**src/rtl/gpad_pkg.sv**
```systemverilog
package gpad_pkg;

   // Synchronised sync line: settled level and a one-cycle rising pulse.
   typedef struct packed {
      logic level;
      logic rise;
   } gpad_sync_t;

   localparam int unsigned GPAD_MAX_SYNC = 4;

endpackage

```
**src/rtl/gpad_sync_edge.sv**
```systemverilog
module gpad_sync_edge
   import gpad_pkg::*;
#(
   parameter int unsigned STAGES     = 2,
   parameter bit          ACTIVE_LOW = 1'b1
) (
   input  logic       clk,
   input  logic       rst,
   input  logic       raw_i,
   output gpad_sync_t sync_o
);

   logic              active;
   logic [STAGES-1:0] chain_q;
   logic              prev_q;

   assign active = raw_i ^ ACTIVE_LOW;

   generate
      if (STAGES == 1) begin : g_single
         always_ff @(posedge clk) begin
            if (rst) chain_q <= '0;
            else     chain_q <= active;
         end
      end else begin : g_multi
         always_ff @(posedge clk) begin
            if (rst) chain_q <= '0;
            else     chain_q <= {chain_q[STAGES-2:0], active};
         end
      end
   endgenerate

   always_ff @(posedge clk) begin
      if (rst) prev_q <= 1'b0;
      else     prev_q <= chain_q[STAGES-1];
   end

   assign sync_o.level = prev_q;
   assign sync_o.rise  = chain_q[STAGES-1] & ~prev_q;

endmodule

```
**src/rtl/gpad_shift_stage.sv**
```systemverilog
module gpad_shift_stage #(
   parameter int unsigned WIDTH  = 8,
   parameter int unsigned STAGES = 2
) (
   input  logic             clk,
   input  logic             rst,
   input  logic             serial_i,
   input  logic             shift_en_i,
   output logic             serial_s_o,
   output logic [WIDTH-1:0] shift_o
);

   logic [STAGES-1:0] dsync_q;
   logic [WIDTH-1:0]  shift_q;

   // The serial line idles high, so the chain resets to ones.
   generate
      if (STAGES == 1) begin : g_single
         always_ff @(posedge clk) begin
            if (rst) dsync_q <= '1;
            else     dsync_q <= serial_i;
         end
      end else begin : g_multi
         always_ff @(posedge clk) begin
            if (rst) dsync_q <= '1;
            else     dsync_q <= {dsync_q[STAGES-2:0], serial_i};
         end
      end
   endgenerate

   assign serial_s_o = dsync_q[STAGES-1];

   always_ff @(posedge clk) begin
      if (rst)             shift_q <= '1;
      else if (shift_en_i) shift_q <= {shift_q[WIDTH-2:0], serial_s_o};
   end

   assign shift_o = shift_q;

endmodule

```
**src/rtl/gpad_store_stage.sv**
```systemverilog
module gpad_store_stage #(
   parameter int unsigned WIDTH = 8
) (
   input  logic             clk,
   input  logic             rst,
   input  logic             load_i,
   input  logic [WIDTH-1:0] d_i,
   output logic [WIDTH-1:0] q_o
);

   logic [WIDTH-1:0] hold_q;

   always_ff @(posedge clk) begin
      if (rst)         hold_q <= '1;
      else if (load_i) hold_q <= d_i;
   end

   assign q_o = hold_q;

endmodule

```
**src/rtl/gpad_rx.sv**
```systemverilog
module gpad_rx
   import gpad_pkg::*;
#(
   parameter int unsigned WIDTH        = 8,
   parameter int unsigned SYNC_STAGES  = 2,
   parameter bit          HSYNC_ACT_LO = 1'b1,
   parameter bit          VSYNC_ACT_LO = 1'b1,
   parameter bit          TIED_STORE   = 1'b1
) (
   input  logic             clk,
   input  logic             rst,
   input  logic             vsync_i,
   input  logic             hsync_i,
   input  logic             pad_data_i,
   output logic             pad_latch_o,
   output logic             pad_clock_o,
   output logic [WIDTH-1:0] pad_bits_o
);

   localparam int unsigned MSB = WIDTH - 1;

   generate
      if (WIDTH < 2) begin : g_bad_width
         $error("gpad_rx: WIDTH must be at least 2");
      end
      if (SYNC_STAGES < 1 || SYNC_STAGES > GPAD_MAX_SYNC) begin : g_bad_sync
         $error("gpad_rx: SYNC_STAGES out of range");
      end
   endgenerate

   gpad_sync_t     hs_s;
   gpad_sync_t     vs_s;
   logic           data_s;
   logic [MSB:0]   shift_q;

   gpad_sync_edge #(.STAGES(SYNC_STAGES), .ACTIVE_LOW(HSYNC_ACT_LO)) hs_sync_i (
      .clk    (clk),
      .rst    (rst),
      .raw_i  (hsync_i),
      .sync_o (hs_s)
   );

   gpad_sync_edge #(.STAGES(SYNC_STAGES), .ACTIVE_LOW(VSYNC_ACT_LO)) vs_sync_i (
      .clk    (clk),
      .rst    (rst),
      .raw_i  (vsync_i),
      .sync_o (vs_s)
   );

   gpad_shift_stage #(.WIDTH(WIDTH), .STAGES(SYNC_STAGES)) shift_i (
      .clk        (clk),
      .rst        (rst),
      .serial_i   (pad_data_i),
      .shift_en_i (hs_s.rise),
      .serial_s_o (data_s),
      .shift_o    (shift_q)
   );

   // The registered level rises on the same edge that samples the data,
   // so the pad moves its next bit out only after the bit was taken.
   assign pad_clock_o = hs_s.level;
   assign pad_latch_o = vs_s.level;

   generate
      if (TIED_STORE) begin : g_tied
         gpad_store_stage #(.WIDTH(WIDTH)) store_i (
            .clk    (clk),
            .rst    (rst),
            .load_i (hs_s.rise),
            .d_i    (shift_q),
            .q_o    (pad_bits_o)
         );
      end else begin : g_direct
         assign pad_bits_o = shift_q;
      end
   endgenerate

endmodule

```
**config.mk**
```make
export PLATFORM = sky130hd
export DESIGN_NAME = gpad_rx
export DESIGN_NICKNAME = d
export VERILOG_FILES = /design/src/rtl/gpad_pkg.sv /design/src/rtl/gpad_sync_edge.sv /design/src/rtl/gpad_shift_stage.sv /design/src/rtl/gpad_store_stage.sv /design/src/rtl/gpad_rx.sv
export SDC_FILE = /design/constraint.sdc
export NUM_CORES = 1
export LEC_CHECK = 0
export BUFFER_PORTS_ARGS = -buffer_cell sky130_fd_sc_hd__buf_2
export CORE_AREA = 2 2 39 41
export DETAILED_ROUTE_END_ITERATION = 10
export DIE_AREA = 0 0 41 43
export PLACE_DENSITY_LB_ADDON = 0.05
export SYNTH_ARGS = -nofsm -noshare
export SYNTH_HDL_FRONTEND = slang
export SYNTH_SLANG_ARGS = --single-unit
```
**constraint.sdc**
```tcl
create_clock -name clk -period 2.1 [get_ports clk]
set_clock_uncertainty 0.15 [all_clocks]
set_input_delay 0.42 -clock clk [delete_from_list [all_inputs] [get_ports clk]]
set_output_delay 0.42 -clock clk [all_outputs]
set_load 0.1 [all_outputs]
```
==> impl_results.md <==
* Post-CTS sizing at 0
* Die Y-Extent at 43 um
* Min Tclk post-route at 1.66 ns
* CTS tree: built
* Port Buffers at 14
* Max stage delay on crit path at 0.44 ns
* Total GRT Usage at 0.115
* Synth Warn # at 0
* RSZ-0062 raised after global routing: no
* Most common library cell in the layout ignoring fill and taps: dfxtp_1
* Drt initial violations at 1
* Synth top area cells: dfxtp_1, mux2i_1, buf_4
* Synth-to-layout area growth at 3.32%
* Clock Tree Buf Depth at 2
* Pre-CTS setup slack at 0.743 ns
* Gpl congestion at 0.586
* # diodes at 0
* Final setup TNS at 0 ns
* CTS root buf: clkbuf_4
* Area leader, netlist: dfxtp_1
* Final Worst Setup Slack at 0.442 ns
* Fmax at 0.603 GHz
* GRT overflow at 0
* Setup Viol. Count Final at 0
* Dpl hpwl at 515 um
* Status: finished clean
* Cells after synthesis at 55
* Worst-path clk slew at 0.09 ns
* Mapped Area at 641 sq um
* First-pass GRT wire length at 1330 um
* Initial antenna violation count at 0
* Routed Antenna Nets at 0
* Crit path max-delay family: buffers and inverters
* Setup Buffers After CTS at 0
* Syn Area/Cell at 11.6 sq um
* Worst Path Buf+Inv at 1
* CP startpoint kind: flip-flop
* Setup CP Type: flip-flop to output port
* CP max stage cell: buf_2
* Worst IR Drop VDD at 310 uV
* Yosys top cell area share at 0.531
* Final nets at 69
* Most frequent cells in the layout: dfxtp_1, buf_2, mux2i_1
* Die area at 1760 sq um
* Netlist cell types at 11
* Share of cells above drive strength 1 at 0.413
* Initial DRT Pass Iterations at 2
* CTS H-tree lvls at 1
* Crit path DAT at 1.09 ns
* CTS Buf Count at 3
* Initial core utilization at 0.463
* Syn nets at 60
* Cell Rows at 14
* Sequential area share after synthesis at 0.531
* Core footprint at 1380 sq um
* Routed via count at 343
* Slew @ Worst Pin at 0.485 ns
* P_leak at 0.260 nW
* Layout Cells excl Fill at 79
* Number of global-route vias before repair at 346
* Final Cycle Share at 0.790
* Pins Over Slew Limit at 0
* # IOs at 15
* Largest net degree at the start of global routing at 19
* Total wire length at 764 um
* Final Hold Fails at 0
* Max Cap Violations at 0
* Req. time, crit path at 1.53 ns
* Classification of the worst-slack hold path: primary input to flip-flop
* Average vias per placed instance at 4.34
* Worst skew pair latency at 0.28 ns
* Worst reg-to-reg setup slack at 0.98 ns
* DRC violations left at 0
* Cell Chain, Critical Path: buf_2
* Clk sinks at 17
* Pwr dens at 789 nW/um^2
* Flops & latches, synth at 17
* Max transition margin at 0.679
* Critical Path Fanout Max at 2
* CP Capture Type: output port
* Placed cells at 75
* Hold buffer count at cts at 0
* Hold WS at 0.128 ns
* Average wire per standard cell at 9.67 um
* Die W at 41 um
final cells by class:
type	instances	area [sq um]
Multi-Input combinational cell	28	205
Clock buffer	4	26.3
Sequential cell	17	340
Fill cell	141	722
Timing Repair Buffer	14	70.1
Tap cell	16	20.0
layer usage:
layer,vias to the layer above,part of all wire,global-route usage,wire length (um)
met4,0,0.0052,0.0800,4
met1,149,0.49,0.140,378
met2,10,0.44,0.166,339
met3,2,0.055,0.0314,42
met5,-,0,0,0
li1,182,-,-,-
worst register-to-register path, cell delays in order, from the launching register on:
cell and delay, ns:
dfxtp_1 0.34, nor2b_4 0.34, mux2i_1 0.23
per-stage QoR:
step,power (mW),util,area (sq um)
4_1_cts,0.536,0.478,662
3_5_place_dp,0.368,0.459,636
6_report,0.522,0.478,662
2_1_floorplan,0.369,-,641
5_1_grt,0.552,0.478,662
3_3_place_gp,0.368,0.459,636
state kept, by name (all words and copies together) (netlist names):
signal and cells:
shift_i.shift_o 1, hs_sync_i.chain_q 2, shift_i.dsync_q 2, g_tied.store_i.q_o 8
vs_sync_i.chain_q 2, vs_sync_i.prev_q 1, hs_sync_i.prev_q 1
where the power goes:
group	leakage, nW	internal [mW]	switching [mW]	total [mW]
Sequential	0.139	0.329	0.00188	0.331
Combinational	0.106	0.0106	0.0185	0.0291
Clock	0.0150	0.0736	0.0891	0.163
kinds of logic after synthesis:
kind of cell	synth area share
buffers and inverters	0.148
flip-flops	0.531
multiplexers	0.141
AND/OR/NAND/NOR	0.180
synthesized netlist by cell type (all sizes together):
cell and count:
dfxtp 17, nor2 12, buf 10, mux2i 9
and2b 3, nor2b 2, or2 2
path summary, 6_finish.rpt:
kind	cells after the start	from	to
worst max-delay path	1	hs_sync_i.prev_q	pad_clock_o
worst min-delay path	2	vsync_i	vs_sync_i.chain_q[0]
worst max register to register	2	hs_sync_i.chain_q[1]	g_tied.store_i.q_o[7]
worst min register to register	1	shift_i.dsync_q[0]	shift_i.dsync_q[1]
Power figures use the tool's default switching activity.
